==> config.mk <==
export PLATFORM = sky130hd
export DESIGN_NAME = hcp_port
export DESIGN_NICKNAME = d
export VERILOG_FILES = /design/src/rtl/hcp_pkg.sv /design/src/rtl/hcp_edge_sync.sv /design/src/rtl/hcp_frame_rx.sv /design/src/rtl/hcp_regs.sv /design/src/rtl/hcp_reply_tx.sv /design/src/rtl/hcp_port.sv
export SDC_FILE = /design/constraint.sdc
export NUM_CORES = 1
export LEC_CHECK = 0
export ABC_AREA = 1
export BUFFER_PORTS_ARGS = -buffer_cell sky130_fd_sc_hd__buf_2
export CAP_MARGIN = 20
export CORE_ASPECT_RATIO = 0.8
export CORE_UTILIZATION = 25
export DETAILED_ROUTE_END_ITERATION = 7
export GPL_TIMING_DRIVEN = 0
export PLACE_DENSITY = 0.41
export SYNTH_ARGS = -nofsm -noshare
export SYNTH_HDL_FRONTEND = slang
export SYNTH_SLANG_ARGS = --single-unit
==> constraint.sdc <==
create_clock -name clk -period 1.6 [get_ports clk]
set_input_delay 0.48 -clock clk [delete_from_list [all_inputs] [get_ports clk]]
set_output_delay 0.48 -clock clk [all_outputs]
set_load 0.01 [all_outputs]
==> src/rtl/hcp_pkg.sv <==
package hcp_pkg;
  localparam logic [7:0] CMD_MEM = 8'h80;
  localparam logic [7:0] CMD_DIR = 8'h81;
  localparam logic [7:0] CMD_LVL = 8'h82;
  localparam logic [7:0] CMD_FUN = 8'h83;
  localparam logic [7:0] CMD_OPT = 8'h85;
  localparam logic [7:0] CMD_ST0 = 8'h90;
  localparam logic [7:0] CMD_ST1 = 8'h91;
  localparam logic [7:0] CMD_RES = 8'h92;
  localparam logic [7:0] CMD_PIN = 8'h93;

  typedef enum logic [2:0] {
    WSEL_NONE,
    WSEL_MEM,
    WSEL_DIR,
    WSEL_LVL,
    WSEL_FUN,
    WSEL_OPT
  } wsel_e;
endpackage

==> src/rtl/hcp_edge_sync.sv <==
module hcp_edge_sync #(
  parameter int N      = 2,
  parameter int STAGES = 2
) (
  input  logic         clk,
  input  logic         rst_n,
  input  logic [N-1:0] din,
  output logic [N-1:0] rise
);
  for (genvar i = 0; i < N; i++) begin : g_bit
    logic [STAGES-1:0] chain_q, chain_d;
    logic              prev_q;

    always_comb chain_d = {chain_q[STAGES-2:0], din[i]};

    always_ff @(posedge clk or negedge rst_n) begin
      if (!rst_n) begin
        chain_q <= '0;
        prev_q  <= 1'b0;
      end else begin
        chain_q <= chain_d;
        prev_q  <= chain_q[STAGES-1];
      end
    end

    assign rise[i] = chain_q[STAGES-1] & ~prev_q;


    edge_single_chk: assert property (@(posedge clk) disable iff (!rst_n)
      rise[i] |=> !rise[i]);
  end
endmodule

==> src/rtl/hcp_frame_rx.sv <==
module hcp_frame_rx #(
  parameter int CMD_W   = 8,
  parameter int FRAME_W = 16
) (
  input  logic             clk,
  input  logic             rst_n,
  input  logic             bit_rise,
  input  logic             strobe_rise,
  input  logic             din,
  input  logic             hold,
  output logic             wr_ev,
  output logic             rd_ev,
  output logic [CMD_W-1:0] cmd,
  output logic [FRAME_W-CMD_W-1:0] data
);
  localparam int CNT_W = $clog2(FRAME_W + 2);
  localparam logic [CNT_W-1:0] CNT_FULL = CNT_W'(FRAME_W);
  localparam logic [CNT_W-1:0] CNT_CMD  = CNT_W'(CMD_W);
  localparam logic [CNT_W-1:0] CNT_OVER = CNT_W'(FRAME_W + 1);

  logic [FRAME_W-1:0] sr_q, sr_d;
  logic [CNT_W-1:0]   cnt_q, cnt_d;
  logic               wr_q, wr_d, rd_q, rd_d;
  logic [CMD_W-1:0]   cmd_q, cmd_d;
  logic [FRAME_W-CMD_W-1:0] data_q, data_d;

  always_comb begin
    sr_d   = sr_q;
    cnt_d  = cnt_q;
    wr_d   = 1'b0;
    rd_d   = 1'b0;
    cmd_d  = cmd_q;
    data_d = data_q;
    if (strobe_rise) begin
      cnt_d = '0;
      if (cnt_q == CNT_FULL) begin
        wr_d   = 1'b1;
        cmd_d  = sr_q[CMD_W-1:0];
        data_d = sr_q[FRAME_W-1:CMD_W];
      end else if (cnt_q == CNT_CMD) begin
        rd_d  = 1'b1;
        cmd_d = sr_q[CMD_W-1:0];
      end
    end else if (bit_rise && !hold) begin
      sr_d = {sr_q[FRAME_W-2:0], din};
      if (cnt_q != CNT_OVER) cnt_d = cnt_q + 1'b1;
    end
  end

  always_ff @(posedge clk or negedge rst_n) begin
    if (!rst_n) begin
      sr_q   <= '0;
      cnt_q  <= '0;
      wr_q   <= 1'b0;
      rd_q   <= 1'b0;
      cmd_q  <= '0;
      data_q <= '0;
    end else begin
      sr_q   <= sr_d;
      cnt_q  <= cnt_d;
      wr_q   <= wr_d;
      rd_q   <= rd_d;
      cmd_q  <= cmd_d;
      data_q <= data_d;
    end
  end

  assign wr_ev = wr_q;
  assign rd_ev = rd_q;
  assign cmd   = cmd_q;
  assign data  = data_q;


  frame_kind_excl_chk: assert property (@(posedge clk) disable iff (!rst_n)
    !(wr_q && rd_q));

  frame_cnt_bound_chk: assert property (@(posedge clk) disable iff (!rst_n)
    cnt_q <= CNT_OVER);

  frame_wr_single_chk: assert property (@(posedge clk) disable iff (!rst_n)
    wr_q |=> !wr_q);
endmodule

==> src/rtl/hcp_regs.sv <==
module hcp_regs
  import hcp_pkg::*;
#(
  parameter int REG_W = 8,
  parameter int GP_W  = 3
) (
  input  logic             clk,
  input  logic             rst_n,
  input  logic             wr_ev,
  input  logic [7:0]       cmd,
  input  logic [REG_W-1:0] data,
  output logic [REG_W-1:0] mem_ctl,
  output logic             mem_stb,
  output logic [GP_W-1:0]  dir,
  output logic [GP_W-1:0]  lvl,
  output logic [REG_W-1:0] fn,
  output logic [REG_W-1:0] opt
);
  wsel_e                sel;
  logic [REG_W-1:0]     mem_q, mem_d, fn_q, fn_d, opt_q, opt_d;
  logic [GP_W-1:0]      dir_q, dir_d, lvl_q, lvl_d;
  logic                 stb_q, stb_d;

  always_comb begin
    sel = WSEL_NONE;
    if (wr_ev) begin
      case (cmd)
        CMD_MEM: sel = WSEL_MEM;
        CMD_DIR: sel = WSEL_DIR;
        CMD_LVL: sel = WSEL_LVL;
        CMD_FUN: sel = WSEL_FUN;
        CMD_OPT: sel = WSEL_OPT;
        default: sel = WSEL_NONE;
      endcase
    end
  end

  always_comb begin
    mem_d = mem_q;
    dir_d = dir_q;
    lvl_d = lvl_q;
    fn_d  = fn_q;
    opt_d = opt_q;
    stb_d = 1'b0;
    case (sel)
      WSEL_MEM: begin
        mem_d = data;
        stb_d = 1'b1;
      end
      WSEL_DIR: dir_d = data[GP_W-1:0];
      WSEL_LVL: lvl_d = (lvl_q & ~dir_q) | (data[GP_W-1:0] & dir_q);
      WSEL_FUN: fn_d  = data;
      WSEL_OPT: opt_d = data;
      default: ;
    endcase
  end

  always_ff @(posedge clk or negedge rst_n) begin
    if (!rst_n) begin
      mem_q <= '0;
      dir_q <= '0;
      lvl_q <= '0;
      fn_q  <= '0;
      opt_q <= '0;
      stb_q <= 1'b0;
    end else begin
      mem_q <= mem_d;
      dir_q <= dir_d;
      lvl_q <= lvl_d;
      fn_q  <= fn_d;
      opt_q <= opt_d;
      stb_q <= stb_d;
    end
  end

  assign mem_ctl = mem_q;
  assign mem_stb = stb_q;
  assign dir     = dir_q;
  assign lvl     = lvl_q;
  assign fn      = fn_q;
  assign opt     = opt_q;


  mem_change_stb_chk: assert property (@(posedge clk) disable iff (!rst_n)
    !$stable(mem_q) |-> stb_q);

  mem_stb_pulse_chk: assert property (@(posedge clk) disable iff (!rst_n)
    stb_q |=> !stb_q);

  lvl_input_hold_chk: assert property (@(posedge clk) disable iff (!rst_n)
    ((lvl_q ^ $past(lvl_q)) & ~dir_q) == '0);
endmodule

==> src/rtl/hcp_reply_tx.sv <==
module hcp_reply_tx
  import hcp_pkg::*;
#(
  parameter int RES_W    = 16,
  parameter int RES_ZERO = 5,
  parameter int GP_W     = 3
) (
  input  logic             clk,
  input  logic             rst_n,
  input  logic             rd_ev,
  input  logic [7:0]       cmd,
  input  logic             bit_rise,
  input  logic             strobe_rise,
  input  logic [7:0]       st0,
  input  logic [7:0]       st1,
  input  logic [RES_W-1:0] res,
  input  logic [GP_W-1:0]  pins,
  output logic             sense,
  output logic             active,
  output logic             clr
);
  localparam int LEFT_W = $clog2(RES_W + 1);
  localparam logic [RES_W-1:0] RES_MASK = {{(RES_W-RES_ZERO){1'b1}}, {RES_ZERO{1'b0}}};
  localparam logic [LEFT_W-1:0] LEN_BYTE = LEFT_W'(8);
  localparam logic [LEFT_W-1:0] LEN_RES  = LEFT_W'(RES_W);

  logic [RES_W-1:0]  sr_q, sr_d;
  logic [LEFT_W-1:0] left_q, left_d;
  logic              act_q, act_d, arm_q, arm_d, clr_q, clr_d, isres_q, isres_d;

  always_comb begin
    sr_d    = sr_q;
    left_d  = left_q;
    act_d   = act_q;
    arm_d   = arm_q;
    isres_d = isres_q;
    clr_d   = 1'b0;
    if (rd_ev) begin
      act_d   = 1'b1;
      arm_d   = 1'b0;
      isres_d = 1'b0;
      left_d  = LEN_BYTE;
      case (cmd)
        CMD_ST0: begin
          sr_d  = {st0, {(RES_W-8){1'b0}}};
          arm_d = 1'b1;
        end
        CMD_ST1: sr_d = {st1, {(RES_W-8){1'b0}}};
        CMD_RES: begin
          sr_d    = res & RES_MASK;
          left_d  = LEN_RES;
          isres_d = 1'b1;
        end
        CMD_PIN: sr_d = {{(8-GP_W){1'b0}}, pins, {(RES_W-8){1'b0}}};
        default: begin
          act_d  = 1'b0;
          left_d = '0;
        end
      endcase
    end else if (strobe_rise && act_q) begin
      act_d  = 1'b0;
      arm_d  = 1'b0;
      left_d = '0;
    end else if (bit_rise && act_q) begin
      sr_d   = {sr_q[RES_W-2:0], 1'b0};
      left_d = left_q - 1'b1;
      if (left_q == LEFT_W'(1)) begin
        act_d = 1'b0;
        clr_d = arm_q;
        arm_d = 1'b0;
      end
    end
  end

  always_ff @(posedge clk or negedge rst_n) begin
    if (!rst_n) begin
      sr_q    <= '0;
      left_q  <= '0;
      act_q   <= 1'b0;
      arm_q   <= 1'b0;
      clr_q   <= 1'b0;
      isres_q <= 1'b0;
    end else begin
      sr_q    <= sr_d;
      left_q  <= left_d;
      act_q   <= act_d;
      arm_q   <= arm_d;
      clr_q   <= clr_d;
      isres_q <= isres_d;
    end
  end

  assign sense  = act_q & sr_q[RES_W-1];
  assign active = act_q;
  assign clr    = clr_q;


  reply_len_live_chk: assert property (@(posedge clk) disable iff (!rst_n)
    act_q |-> (left_q != '0));

  clr_after_reply_chk: assert property (@(posedge clk) disable iff (!rst_n)
    clr_q |-> (!act_q && $past(act_q)));

  clr_pulse_chk: assert property (@(posedge clk) disable iff (!rst_n)
    clr_q |=> !clr_q);

  res_tail_zero_chk: assert property (@(posedge clk) disable iff (!rst_n)
    (act_q && isres_q && (left_q <= LEFT_W'(RES_ZERO))) |-> !sense);
endmodule

==> src/rtl/hcp_port.sv <==
module hcp_port #(
  parameter int CMD_W    = 8,
  parameter int FRAME_W  = 16,
  parameter int RES_W    = 16,
  parameter int RES_ZERO = 5,
  parameter int GP_W     = 3,
  parameter int STAGES   = 2
) (
  input  logic             clk,
  input  logic             rst_n,
  input  logic             host_sclk,
  input  logic             host_sdata,
  input  logic             host_strobe,
  output logic             host_sense,
  input  logic [7:0]       st_primary,
  input  logic [7:0]       st_secondary,
  input  logic [RES_W-1:0] residual,
  input  logic [GP_W-1:0]  gp_in,
  output logic [GP_W-1:0]  gp_out,
  output logic [GP_W-1:0]  gp_oe,
  output logic [7:0]       mem_ctl,
  output logic             mem_ctl_stb,
  output logic [7:0]       fn_flags,
  output logic [7:0]       opt_bits,
  output logic             sticky_clr
);
  localparam int REG_W = FRAME_W - CMD_W;

  logic [1:0]       rise;
  logic             wr_ev, rd_ev, reply_active;
  logic [CMD_W-1:0] cmd;
  logic [REG_W-1:0] data;

  hcp_edge_sync #(.N(2), .STAGES(STAGES)) u_sync (
    .clk  (clk),
    .rst_n(rst_n),
    .din  ({host_strobe, host_sclk}),
    .rise (rise)
  );

  hcp_frame_rx #(.CMD_W(CMD_W), .FRAME_W(FRAME_W)) u_rx (
    .clk        (clk),
    .rst_n      (rst_n),
    .bit_rise   (rise[0]),
    .strobe_rise(rise[1]),
    .din        (host_sdata),
    .hold       (reply_active),
    .wr_ev      (wr_ev),
    .rd_ev      (rd_ev),
    .cmd        (cmd),
    .data       (data)
  );

  hcp_regs #(.REG_W(REG_W), .GP_W(GP_W)) u_regs (
    .clk    (clk),
    .rst_n  (rst_n),
    .wr_ev  (wr_ev),
    .cmd    (cmd),
    .data   (data),
    .mem_ctl(mem_ctl),
    .mem_stb(mem_ctl_stb),
    .dir    (gp_oe),
    .lvl    (gp_out),
    .fn     (fn_flags),
    .opt    (opt_bits)
  );

  hcp_reply_tx #(.RES_W(RES_W), .RES_ZERO(RES_ZERO), .GP_W(GP_W)) u_tx (
    .clk        (clk),
    .rst_n      (rst_n),
    .rd_ev      (rd_ev),
    .cmd        (cmd),
    .bit_rise   (rise[0]),
    .strobe_rise(rise[1]),
    .st0        (st_primary),
    .st1        (st_secondary),
    .res        (residual),
    .pins       (gp_in),
    .sense      (host_sense),
    .active     (reply_active),
    .clr        (sticky_clr)
  );


  reset_state_chk: assert property (@(posedge clk)
    $rose(rst_n) |-> (mem_ctl == '0 && fn_flags == '0 && opt_bits == '0 && gp_oe == '0));
endmodule

==> metrics.cfg <==
[grt]
antenna_found_initial = 0
grt_pass1_vias = 3276
grt_pass1_wl_mm = 16.8
overflow = 0
track_usage_pct = 12.3
grt_max_degree = 64

[routing]
drt-wirelength-per-cell_um = 12.7
vias = 3525
drt_iter0_markers = 179
drc_errors = 0
firstDrtPassIters = 4
routed_wl_mm = 10.6
ant_nets = 0
avgViaCountPerCell = 4.24

[cts]
cts.path.max_buffers = 2
clkTransAtPathRegs_ns = 0.07
clkSinkCount = 95
ctsHoldBuffers = 0
cts_buffers = 9
clk_root_buffer_cell = clkbuf_16
clk_latency_ns = 0.35
tritoncts = built
htree_levels = 3

[finish]
finalNonFillerCells = 832
final_area_um2 = 5640
final_net_count = 652
num_antenna_cells = 0
drive_gt1_share_pct = 28.9
final_core_util_pct = 33.7
area_delta_synth_final_pct = 30.9

[power]
fin_total_pwr_mw = 5.61
p_int_mw = 4.12
switching_share_pct = 26.6
p_sw_mw = 1.49
ir_drop_mv = 0.451
leakagePower_nw = 2.82
clkPwrFrac_pct = 38.1
seqPwrFrac_pct = 49.1
combinationalPowerShare_pct = 12.8
power.density_nw_per_um2 = 995

[sta]
setup_viol = 0
hold_viol_final = 0
worst_pin_slew_ns = 0.471
fmax_ghz = 0.629
min_period_over_period_pct = 99.3
clock_skew_ns = 0.00712
rsz0062_at_grt = true
hold_slack_ns = 0.0898
relSlewSlack_pct = 68.6
period_needed_ns = 1.59
slew_viol_final = 0

[placed_design]
io_buffers = 67
hpwl_mm = 7.61
post_dp_cell_area_um2 = 4950
gp_congestion = 0.786
dp.cells = 796

[synth]
ys_seq_area_share_pct = 55.2
syn_area_um2 = 4310
synth_top_area_share_pct = 55.2
ys_types = 34
yosysTopAreaCell = dfrtp_1
synth_seq_cells = 95
yosys_warnings = 0
synth.area.top_cells = dfrtp_1 (55%), nand2_1 (12%), o21ai_0 (6.0%), inv_1 (5.8%), nor2_1 (4.4%)
synthCells = 508
syn_area_per_cell_um2 = 8.48
syn_nets = 553

[floorplanning]
start_util_pct = 25.8
fp.dieArea_um2 = 17800
core_um2 = 16700
io_pins = 73
die_h_um = 119
die_x_um = 149
std_cell_rows = 42

[worst_setup_path]
cp.required_ns = 1.84
reg2reg_from = u_rx.cmd[6]
ff2ff_path_depth = 9
arrival_ns = 1.83
end_kind = register
crit_type = register to register
critPathMaxFanout = 10
critPathLaunch = u_rx.cmd[6]
startpoint_type = register

[hold_path]
min_path_type = primary input to asynchronous set/reset pin

[flow_run]
drv_cap = 0

[run_status]
run_status = finished, final reports clean

-- cell type report --
type | count | area [um2]
clock inverter | 6 | 61.3
timing repair buffer | 87 | 532
multi-input combinational | 334 | 1770
fill | 1768 | 11100
buffer | 13 | 124
sequential | 95 | 2380
clock buffer | 10 | 229
inverter | 67 | 263
tap | 220 | 275
-- cells in the mapped netlist (all sizes together) --
library cell / instances
a22o: 1
buf: 11
inv: 67
ha: 5
o22ai: 1
nor3: 3
o21ai: 58
dfrtp: 95
nand3: 26
a21oi: 22
nor4: 1
o31ai: 1
clkbuf: 2
xor2: 2
a211oi: 1
nand4: 6
mux2: 2
nor2: 57
o211ai: 1
nand2: 143
a22oi: 3
-- registers in the layout, indices dropped and copies added, names as in the netlist, named ones only --
signal and flops:
u_rx.data 8, u_regs.opt 8, u_rx.rd_ev 1, u_regs.mem_ctl 8, u_rx.wr_ev 1, u_rx.cmd 8, u_tx.clr 1, u_tx.arm_q 1
u_regs.dir 3, u_regs.mem_stb 1, u_tx.active 1, u_regs.fn 8, u_tx.sr_q 11, u_tx.left_q 5, u_rx.cnt_q 5, u_sync.g_bit.chain_q 4
u_rx.sr_q 16, u_sync.g_bit.prev_q 2
-- stage by stage --
step,setup slack [ns],TNS (ns)
2_1_floorplan,0.193,0
5_1_grt,-0.0709,-0.471
6_report,0.0107,0
3_5_place_dp,-0.112,-1.83
3_3_place_gp,-1.02,-97.62
4_1_cts,-0.00960,-0.0188
-- routing by layer --
layer	vias up	GRT usage [%]	share of wire, %
li1	1810	-	-
met1	1669	17.9	51
met2	38	17.3	44
met3	8	3.22	3.5
met4	0	4.25	1.4
met5	-	0	0
-- cells by family (layout without fill, tap and decap cells) --
group / Yosys count / after routing / share of synthesized area, %
XOR/XNOR: 2 / 2 / 0.407
adder cells (fa/ha/maj): 5 / 5 / 1.45
flip-flops: 95 / 95 / 55.2
buffers and inverters: 80 / 183 / 7.82
multiplexers: 2 / 2 / 0.523
AND/OR/NAND/NOR: 236 / 237 / 23.8
AO/OA/AOI/OAI: 88 / 88 / 10.8
-- worst max-delay path, stage by stage, from the launching register on --
cell     delay (ns)
dfrtp_1        0.39
inv_2          0.09
nand2_4        0.06
buf_4          0.14
nor2_4         0.15
nand3_2        0.13
nand2_2        0.11
nand2_4        0.09
buf_6          0.15
a22o_1         0.17
-- final timing paths --
| path | slack, ns | end |
|---|---|---|
| max | 0.01 | u_tx.sr_q[5] |
| min | 0.09 | u_rx.sr_q[5] |
| max reg2reg | 0.01 | u_tx.sr_q[5] |
| min reg2reg | 0.35 | u_sync.g_bit[0].chain_q[1] |
| max in group asynchronous | 0.83 | u_rx.rd_ev |
| min in group clk | 0.23 | u_sync.g_bit[0].chain_q[0] |
-- cell usage in the layout, fill, tap and decap left out, types with 3 or more instances in the layout --
cell type  count
a21oi_1       21
nand4_1        5
o21ai_0       48
dfrtp_1       93
nand2_4        4
nand2_1      128
clkinv_2       3
clkbuf_2       3
inv_4          3
o21ai_1        7
nand3_1       22
nor2_1        41
nor2_2         7
clkbuf_16     10
buf_4         15
nor2_4         9
buf_2         68
buf_6         10
inv_1         54
nand2_2       11
inv_2          9
a22oi_1        3
ha_1           5
-- power groups by stage --
stage          Combinational [mW]  Sequential (mW)  Clock (mW)
2_1_floorplan               0.453             2.76           0
3_3_place_gp                0.639             2.79           0
3_5_place_dp                0.663             2.79           0
4_1_cts                     0.674             2.75        2.21
5_1_grt                     0.850             2.78        2.31
6_report                    0.719             2.75        2.13
-- repair_timing --
item,in CTS,in global routing
gates cloned,0,4
setup endpoints to repair,46,74
pin swaps,7,18
gates resized for setup,9,74
setup buffers,6,10
endpoints found under the hold margin,0,0
No activity file was read; power rests on OpenSTA's default activity.
